File: src/rtl/bm_pkg.sv
package bm_pkg;

    localparam int unsigned DATA_W = 36;

    typedef enum logic [1:0] {
        SZ_FULL    = 2'b00,
        SZ_HALF    = 2'b01,
        SZ_QUARTER = 2'b10,
        SZ_SPARE   = 2'b11
    } size_e;

    typedef struct packed {
        size_e size;
        logic  big;
    } cfg_t;

    // number of external transfers per internal word
    function automatic logic [2:0] pieces_of(size_e s);
        case (s)
            SZ_HALF:    return 3'd2;
            SZ_QUARTER: return 3'd4;
            default:    return 3'd1;
        endcase
    endfunction

    // lane (piece position inside the word) for transfer number idx
    function automatic logic [1:0] lane_of(logic [1:0] idx, size_e s, logic big);
        logic [2:0] n;
        n = pieces_of(s);
        if (!big) return idx;
        return 2'(n - 3'd1 - {1'b0, idx});
    endfunction

endpackage

File: src/rtl/bm_unpack.sv
module bm_unpack
    import bm_pkg::*;
#(
    parameter int unsigned WORD_W = DATA_W
) (
    input  logic              clk,
    input  logic              rst_n,
    input  cfg_t              cfg,
    input  logic [WORD_W-1:0] fifo_data,
    input  logic              fifo_valid,
    output logic              fifo_pop,
    output logic [WORD_W-1:0] port_data,
    output logic              port_valid,
    input  logic              port_ready
);
    localparam int unsigned HALF_W = WORD_W / 2;
    localparam int unsigned QTR_W  = WORD_W / 4;

    typedef struct packed {
        logic [WORD_W-1:0] word;
        logic [1:0]        idx;
        logic              valid;
    } ustate_t;

    ustate_t s_q, s_d;
    logic [2:0] n_pieces;
    logic [1:0] lane;
    logic       last, fire;

    always_comb begin
        n_pieces = pieces_of(cfg.size);
        last     = ({1'b0, s_q.idx} == (n_pieces - 3'd1));
        fire     = s_q.valid && port_ready;
        fifo_pop = fifo_valid && (!s_q.valid || (fire && last));
        lane     = lane_of(s_q.idx, cfg.size, cfg.big);

        s_d = s_q;
        if (fifo_pop) begin
            s_d.word  = fifo_data;
            s_d.valid = 1'b1;
            s_d.idx   = '0;
        end else if (fire) begin
            if (last) begin
                s_d.valid = 1'b0;
                s_d.idx   = '0;
            end else begin
                s_d.idx = s_q.idx + 2'd1;
            end
        end

        port_data = '0;
        case (cfg.size)
            SZ_HALF:    port_data[HALF_W-1:0] = s_q.word[int'(lane[0]) * HALF_W +: HALF_W];
            SZ_QUARTER: port_data[QTR_W-1:0]  = s_q.word[int'(lane) * QTR_W +: QTR_W];
            default:    port_data             = s_q.word;
        endcase
        port_valid = s_q.valid;
    end

    always_ff @(posedge clk) begin
        if (!rst_n) s_q <= '0;
        else        s_q <= s_d;
    end

endmodule

File: src/rtl/bm_pack.sv
module bm_pack
    import bm_pkg::*;
#(
    parameter int unsigned WORD_W = DATA_W
) (
    input  logic              clk,
    input  logic              rst_n,
    input  cfg_t              cfg,
    input  logic [WORD_W-1:0] port_data,
    input  logic              port_valid,
    output logic              port_ready,
    output logic [WORD_W-1:0] fifo_data,
    output logic              fifo_valid,
    input  logic              fifo_ready
);
    localparam int unsigned HALF_W = WORD_W / 2;
    localparam int unsigned QTR_W  = WORD_W / 4;

    typedef struct packed {
        logic [WORD_W-1:0] acc;
        logic [WORD_W-1:0] out;
        logic [1:0]        idx;
        logic              full;
    } pstate_t;

    pstate_t s_q, s_d;
    logic [2:0]        n_pieces;
    logic [1:0]        lane;
    logic              last, take;
    logic [WORD_W-1:0] merged;

    always_comb begin
        n_pieces   = pieces_of(cfg.size);
        last       = ({1'b0, s_q.idx} == (n_pieces - 3'd1));
        lane       = lane_of(s_q.idx, cfg.size, cfg.big);
        port_ready = !s_q.full || fifo_ready;
        take       = port_valid && port_ready;

        merged = s_q.acc;
        case (cfg.size)
            SZ_HALF:    merged[int'(lane[0]) * HALF_W +: HALF_W] = port_data[HALF_W-1:0];
            SZ_QUARTER: merged[int'(lane) * QTR_W +: QTR_W]      = port_data[QTR_W-1:0];
            default:    merged                                   = port_data;
        endcase

        s_d = s_q;
        if (s_q.full && fifo_ready) s_d.full = 1'b0;
        if (take) begin
            if (last) begin
                s_d.out  = merged;
                s_d.full = 1'b1;
                s_d.acc  = '0;
                s_d.idx  = '0;
            end else begin
                s_d.acc = merged;
                s_d.idx = s_q.idx + 2'd1;
            end
        end

        fifo_data  = s_q.out;
        fifo_valid = s_q.full;
    end

    always_ff @(posedge clk) begin
        if (!rst_n) s_q <= '0;
        else        s_q <= s_d;
    end

endmodule

File: src/rtl/bm_width_adapter.sv
module bm_width_adapter
    import bm_pkg::*;
#(
    parameter int unsigned WORD_W = DATA_W
) (
    input  logic              clk,
    input  logic              rst_n,
    input  logic [1:0]        cfg_size_i,
    input  logic              cfg_big_i,
    input  logic [WORD_W-1:0] rfifo_data_i,
    input  logic              rfifo_valid_i,
    output logic              rfifo_pop_o,
    output logic [WORD_W-1:0] nar_rd_data_o,
    output logic              nar_rd_valid_o,
    input  logic              nar_rd_ready_i,
    input  logic [WORD_W-1:0] nar_wr_data_i,
    input  logic              nar_wr_valid_i,
    output logic              nar_wr_ready_o,
    output logic [WORD_W-1:0] wfifo_data_o,
    output logic              wfifo_valid_o,
    input  logic              wfifo_ready_i
);
    cfg_t cfg_q, cfg_d;

    always_comb begin
        cfg_d = cfg_q;
    end

    // configuration is only loaded while reset is held
    always_ff @(posedge clk) begin
        if (!rst_n) cfg_q <= '{size: size_e'(cfg_size_i), big: cfg_big_i};
        else        cfg_q <= cfg_d;
    end

    bm_unpack #(.WORD_W(WORD_W)) unpack_i (
        .clk        (clk),
        .rst_n      (rst_n),
        .cfg        (cfg_q),
        .fifo_data  (rfifo_data_i),
        .fifo_valid (rfifo_valid_i),
        .fifo_pop   (rfifo_pop_o),
        .port_data  (nar_rd_data_o),
        .port_valid (nar_rd_valid_o),
        .port_ready (nar_rd_ready_i)
    );

    bm_pack #(.WORD_W(WORD_W)) pack_i (
        .clk        (clk),
        .rst_n      (rst_n),
        .cfg        (cfg_q),
        .port_data  (nar_wr_data_i),
        .port_valid (nar_wr_valid_i),
        .port_ready (nar_wr_ready_o),
        .fifo_data  (wfifo_data_o),
        .fifo_valid (wfifo_valid_o),
        .fifo_ready (wfifo_ready_i)
    );

endmodule

File: config.mk
export PLATFORM = sky130hd
export DESIGN_NAME = bm_width_adapter
export DESIGN_NICKNAME = d
export VERILOG_FILES = /design/src/rtl/bm_pkg.sv /design/src/rtl/bm_unpack.sv /design/src/rtl/bm_pack.sv /design/src/rtl/bm_width_adapter.sv
export SDC_FILE = /design/constraint.sdc
export NUM_CORES = 1
export LEC_CHECK = 0
export BUFFER_PORTS_ARGS = -buffer_cell sky130_fd_sc_hd__buf_2
export CAP_MARGIN = 5
export CORE_MARGIN = 10
export CORE_UTILIZATION = 40
export DETAILED_ROUTE_END_ITERATION = 16
export PLACE_DENSITY = 0.72
export SLEW_MARGIN = 20
export SYNTH_ARGS = -nofsm -noshare
export SYNTH_HDL_FRONTEND = slang
export SYNTH_HIERARCHICAL = 1
export SYNTH_SLANG_ARGS = --single-unit
File: constraint.sdc
create_clock -name clk -period 3.28 [get_ports clk]
set_clock_uncertainty 0.05 [all_clocks]
set_input_delay 0.164 -clock clk [delete_from_list [all_inputs] [get_ports clk]]
set_output_delay 0.164 -clock clk [all_outputs]
set_load 0.01 [all_outputs]
Word-level counts from Yosys, hierarchy flattened
Index checks and enable logic that the tools add are counted.
{"block": "word_totals", "register_bits": 117, "input_bits": 81, "output_inout_bits": 76, "wordCells": 64}
{"block": "op_classes", "addsub": 7, "multipliers": 4, "eq_ne": 4, "shift": 6, "muxes": 18, "bitwise_logic": 1, "reduce_logical": 15}
{"operator": "$bwmux 36", "n": 2}
{"operator": "$pmux 36 s2", "n": 1}
{"operator": "$neg 6->34", "n": 2}
{"operator": "$mux 36", "n": 1}
{"operator": "$pmux 9 s2", "n": 2}
{"operator": "$shift 18x34->36 const A", "n": 1}
{"operator": "$shift 9x34->36 const A", "n": 1}
{"operator": "$shiftx 18x34->36", "n": 1}
{"operator": "$shiftx 36x7->18", "n": 1}
{"operator": "$shiftx 36x7->9", "n": 1}
{"operator": "$shiftx 9x34->36", "n": 1}
{"operator": "$mux 18", "n": 1}
{"operator": "$mul 2x4->6 const B", "n": 2}
{"operator": "$mul 1x4->5 const B", "n": 2}
{"operator": "$mux 2", "n": 4}
{"operator": "$eq 2x3->1", "n": 2}
{"operator": "$mux 1", "n": 6}
{"operator": "$pmux 3 s2", "n": 1}
{"operator": "$logic_and 1x1->1", "n": 5}
{"operator": "$add 2x1->2 const B", "n": 2}
{"operator": "$reduce_and 2->1", "n": 2}
{"operator": "$reduce_bool 2->1", "n": 2}
{"operator": "$reduce_or 2->1", "n": 2}
{"operator": "$sub 2x2->2", "n": 2}
{"operator": "other kinds (6)", "n": 8}

Depth between registers and ports, before layout
{"block": "logic_depth", "word_depth": 11, "depth_mapped": 15, "depth_no_buf": 12}

Hierarchy
The synthesis kept the hierarchy.
{"mod": "bm_pack", "instances": 1, "cells_per_inst": 484, "area_each_um2": 4242.8, "seq_area_each_um2": 1501.4}
{"mod": "bm_unpack", "instances": 1, "cells_per_inst": 271, "area_each_um2": 2063.2, "seq_area_each_um2": 780.7}
{"mod": "bm_width_adapter", "instances": 1, "cells_per_inst": 4, "area_each_um2": 93.8, "seq_area_each_um2": 90.1}

Worst setup path before layout
No wires, ideal clock.
{"block": "synth_timing", "kind": "register to register", "from": "reg cfg_q (netlist bit cfg_d[2])", "to": "reg pack_i/s_q[39] (netlist name)", "setup_time_ns": 0.117, "t_arrival_ns": 3.015, "required_ns": 3.113, "slack_ns": 0.099, "path_stages_with_launch": 15, "path_buffers": 3, "period_less_slack_ns": 3.181, "cell_sequence": "edfxtp_1 ha_1 ha_1 xor2_1 nand2_1 xnor2_1 ha_1 nor2b_1 buf_2 a21o_1 a21o_1 buf_2 and2_4 buf_6 a22o_1"}
{"block": "synth_between", "elab_chain_len": 11, "elab_cells_between_ends": 19, "classes_between": "add/sub (4); mul (2); eq/ne (3); shift (4); mux (6)"}
{"element": "start, declared", "line_no": "bm_width_adapter.sv:23", "text": "cfg_t cfg_q, cfg_d;"}
{"element": "start signal, assigned", "line_no": "bm_width_adapter.sv:31", "text": "if (!rst_n) cfg_q <= '{size: size_e'(cfg_size_i), big: cfg_big_i};"}
{"element": "start signal, assigned", "line_no": "bm_width_adapter.sv:32", "text": "else cfg_q <= cfg_d;"}
{"element": "$eq 2x2->1 or $eq 2x1->1 (tied branches)", "line_no": "bm_pkg.sv:19, bm_pack.sv:40"}
{"element": "$pmux 3 s2", "line_no": "bm_pkg.sv:19", "text": "case (s)"}
{"element": "$sub 3x1->3", "line_no": "bm_pkg.sv:31", "text": "return 2'(n - 3'd1 - {1'b0, idx});"}
{"element": "$sub 2x2->2", "line_no": "bm_pkg.sv:31"}
{"element": "$mux 2", "line_no": "bm_pkg.sv:31"}
{"element": "$mul 1x4->5 or $mul 2x4->6 (tied branches)", "line_no": "bm_pack.sv:41, bm_pack.sv:42"}
{"element": "$neg 6->34 (on tied branches)", "line_no": "bm_pack.sv:41, bm_pack.sv:42"}
{"element": "$shiftx 18x34->36, or another cell as far along", "line_no": "bm_pack.sv:41", "text": "SZ_HALF: merged[int'(lane[0]) * HALF_W +: HALF_W] = port_data[HALF_W-1:0];"}
{"element": "$bwmux 36 (on tied branches)", "line_no": "bm_pack.sv:41, bm_pack.sv:42"}
{"element": "$pmux 36 s2", "line_no": "bm_pack.sv:40", "text": "case (cfg.size)"}
{"element": "$mux 36 *", "line_no": "bm_pack.sv:49", "text": "if (last) begin"}
{"element": "end signal, assigned", "line_no": "bm_pack.sv:65", "text": "if (!rst_n) s_q <= '0;"}
{"element": "end signal, assigned", "line_no": "bm_pack.sv:66", "text": "else s_q <= s_d;"}
{"element": "end, declared", "line_no": "bm_pack.sv:26", "text": "pstate_t s_q, s_d;"}
Every way passes the cells marked *; elsewhere a longest branch is shown, timed or not.
A chain may end at the register's enable or synchronous reset.

Worst setup path in the final report
{"block": "layout_timing", "from": "reg cfg_q (netlist bit cfg_d[2])", "to": "out nar_rd_data_o[3]"}
{"block": "layout_between", "elab_chain_len": 8, "elab_cells_between_ends": 11, "classes_between": "add/sub (2); mul (2); eq/ne (2); shift (2); mux (3)"}
{"element": "$eq 2x2->1 or $eq 2x1->1 (tied branches)", "line_no": "bm_pkg.sv:19, bm_unpack.sv:52"}
{"element": "$pmux 3 s2"}
{"element": "$sub 3x1->3", "line_no": "bm_pkg.sv:31"}
{"element": "$sub 2x2->2", "line_no": "bm_pkg.sv:31"}
{"element": "$mux 2", "line_no": "bm_pkg.sv:31"}
{"element": "$mul 2x4->6 or $mul 1x4->5 (tied branches)", "line_no": "bm_unpack.sv:54, bm_unpack.sv:53"}
{"element": "$shiftx 36x7->9 or $shiftx 36x7->18 (tied branches)", "line_no": "bm_unpack.sv:54, bm_unpack.sv:53"}
{"element": "$pmux 9 s2 *", "line_no": "bm_unpack.sv:52", "text": "case (cfg.size)"}
{"element": "end, declared", "line_no": "bm_width_adapter.sv:13", "text": "output logic [WORD_W-1:0] nar_rd_data_o,"}
Marked as above.

==> results.toml <==
[yosys]
yosysSeqAreaShare_pct = 37.1
syn-num-nets = 850
synth.area.top_cells = "dfxtp_1 (36%), nand2_1 (6.7%), buf_4 (5.0%)"
async_reset_ff_share_pct = 0
synth_top_area_share_pct = 35.7
synth.avg_cell_area_um2 = 8.43
synth_top_flop_cell = "dfxtp_1"
synth_area_um2 = 6400
yosysUniqueCellTypes = 66
synth_edf_count = 3
synth_seq_cells = 117
yosysWarningCount = 6
synth_cells = 759
yosys.area.top_type = "dfxtp_1"

[sta]
setup_viol = 0
tightestPinTransition_ps = 1020
whs_ps = 10.7
hold_violations = 0
timing.setup.tns_ps = 0
fmax_mhz = 319
relSlewSlack_pct = 31.8
fin_crit_ps = 3130
timing.final.max_slew_violations = 0
finalCritPeriodShare_pct = 95.5

[placement]
post-dp-hpwl_um = 14600
io_buffers = 156
routabilityCongestion = 0.889
placed_cells = 1060

[power_and_ir_drop]
finalPower_w = 0.00435
switchingPower_w = 0.00137
power_frac_comb_pct = 22.9
internal_power_w = 0.00299
power_frac_clock_pct = 40.2
powerDensity_nw_per_um2 = 542
p_leak_nw = 3.41
seq_power_share_pct = 37.0
swShare_pct = 31.4
ir_worst_vdd_mv = 0.395

[final_layout]
n_antenna_cell = 0
drive_gt1_share_pct = 24.8
fin_util_pct = 51.0
stdcell_count = 1132
final_cell_mix = "buf_2 (156), nand2_1 (114), dfxtp_1 (114), o21ai_0 (50), nand3_1 (47)"
nNetsFinal = 994
area_growth_pct = 25.6
final_common_cell = "buf_2"

[worst_setup_path]
r2r_slack_ps = 260
cp.required_ps = 3070
cp.arrival_ps = 2920
crit_chain = "ha_1 -> ha_1 -> nor2b_1 -> nor2_1 -> nor3_1 -> buf_4 -> a22oi_1 -> o221ai_1 -> buf_2"
cp_slowest_cell = "edfxtp_1"
reg2reg_to = "pack_i/s_q[40]"
reg2reg_from = "cfg_d[2]"
reg2reg_depth = 11
critPathMaxStageDelay_ps = 470
worstPathMaxFanout = 10
crit_start = "cfg_d[2]"
critical_path_class = "reg2out"
startpoint_type = "flip-flop"
crit_top_cell = "ha_1"
endpoint_kind = "primary output"

[global_route]
grt_max_degree = 79
grtUsageTotal_pct = 19.1
first_global_vias = 6249
grt-ovfl-total = 0
antenna_found_initial = 0
grt_pass1_wl_um = 33800

[cts]
clock-root-buffer = "clkbuf_16"
clk_pin_slew_ps = 50
cts.sinks = 117
clk-insertion-delay-late_ps = 410
cts_max_level = 4
numCtsBuffers = 17
cts_buffer_depth = 2
cts_tree = "done"

[run_status]
status = "finished, final reports clean"

[detailed_routing]
drc_errors = 0
viasPerCell = 5.72
wl_per_cell_um = 18.7
drt_iter0_drc = 635
routed_wl_um = 21200
dr.pass1.iters = 6
vias = 6473
ant_nets = 0

[min_path]
hold_start = "rfifo_data_i[11]"
hold_path_depth = 3
hold-path-endpoint = "unpack_i/s_q[14]"
hp-class = "in2reg"

[die]
die_area_um2 = 21500
core_area_um2 = 15800
start_util_pct = 40.6
fp.dieH_um = 146
die_w_um = 146
row_count = 46
io_pins = 157

[flow_run]
maxCapViolations = 0
[per-stage QoR]
step / cell area (um2) / worst slack, ps
floorplan: 6400 / 98.7
global placement: 7050 / 150
detailed placement: 7050 / 91.8
CTS: 8010 / 87.7
global route: 8040 / -17.3
finish: 8040 / 149
[worst max-delay path by stage]
stage	slack (ps)	cells past startpoint	endpoint
floorplan	100	14	pack_i/s_q[39]
global placement	150	10	pack_i/fifo_data[9]
detailed placement	90	10	pack_i/fifo_data[16]
CTS	90	10	pack_i/fifo_data[9]
global route	-20	8	nar_rd_data_o[1]
finish	150	9	nar_rd_data_o[3]
[flip-flops by register name (all words and copies together), names as in the netlist]
signal / cells
pack_i/s_q: 38
pack_i/fifo_valid: 1
unpack_i/s_q: 38
unpack_i/port_valid: 1
pack_i/fifo_data: 36
cfg_d: 3
[per-layer routing]
| metal | wire (um) | global-route usage (%) | vias up | part of all wire, % |
|---|---|---|---|---|
| li1 | - | - | 3054 | - |
| met1 | 8870 | 23.7 | 3020 | 42 |
| met2 | 9620 | 29.8 | 370 | 45 |
| met3 | 2240 | 6.89 | 29 | 11 |
| met4 | 421 | 6.71 | 0 | 2.0 |
| met5 | 0 | 0 | - | 0 |
[cell families (layout without fill, tap and decap cells)]
group / count (synthesis) / in the layout / synth area share [%]
multiplexers: 11 / 11 / 1.72
adder cells (fa/ha/maj): 10 / 10 / 1.96
AO/OA/AOI/OAI: 237 / 237 / 27.7
XOR/XNOR: 7 / 7 / 1.17
flip-flops: 117 / 117 / 37.1
AND/OR/NAND/NOR: 261 / 261 / 20.1
buffers and inverters: 116 / 273 / 10.3
[cells in the mapped netlist (5+ instances only)]
cell,number
o21a_1,5
nand2b_1,20
a21o_1,10
buf_6,5
a222oi_1,9
a41oi_1,7
o2bb2ai_1,9
buf_2,17
a22oi_1,29
a22o_1,23
nand4_1,11
o221ai_1,25
nand3_1,47
a21oi_1,15
ha_1,10
o21ai_1,6
inv_1,25
mux2i_1,11
buf_4,43
nor3_1,12
nor2_1,19
o211ai_1,14
and2_1,12
clkbuf_1,21
o2111ai_1,6
dfxtp_1,114
nand2_1,114
o21ai_0,52
[layout make-up]
cell class | count | area [um2]
Clock inverter | 10 | 71.3
Clock buffer | 22 | 495
Inverter | 26 | 97.6
Multi-Input combinational cell | 526 | 3380
Timing Repair Buffer | 215 | 1350
Fill cell | 1490 | 7730
Sequential cell | 117 | 2370
Tap cell | 216 | 270
[worst max-delay path, delay by kind of cell (launching register included)]
family / cells / cell delay [ps]
AOI/OAI and AO/OA: 2 / 180
buffers and inverters: 2 / 460
DFF: 1 / 470
and+or+nand+nor: 3 / 740
adders and majority gates: 2 / 660
[power by group through the flow]
| stage | sequential [W] | clock (W) | combinational [W] |
|---|---|---|---|
| 5_1_grt | 0.00162 | 0.00184 | 0.00108 |
| 3_5_place_dp | 0.00164 | 0 | 0.000932 |
| 3_3_place_gp | 0.00164 | 0 | 0.000922 |
| 2_1_floorplan | 0.00162 | 0 | 0.000687 |
| 4_1_cts | 0.00161 | 0.00178 | 0.000974 |
| 6_report | 0.00161 | 0.00175 | 0.000996 |
[repair_timing]
item                                    in CTS  in global routing
pin swaps                                    0                  1
endpoints found under the hold margin       39                  0
setup buffers                                0                  1
endpoints found under the setup margin       1                 26
gates resized for setup                      1                  2
hold buffers                                39                  0
Power figures use the tool's default switching activity.
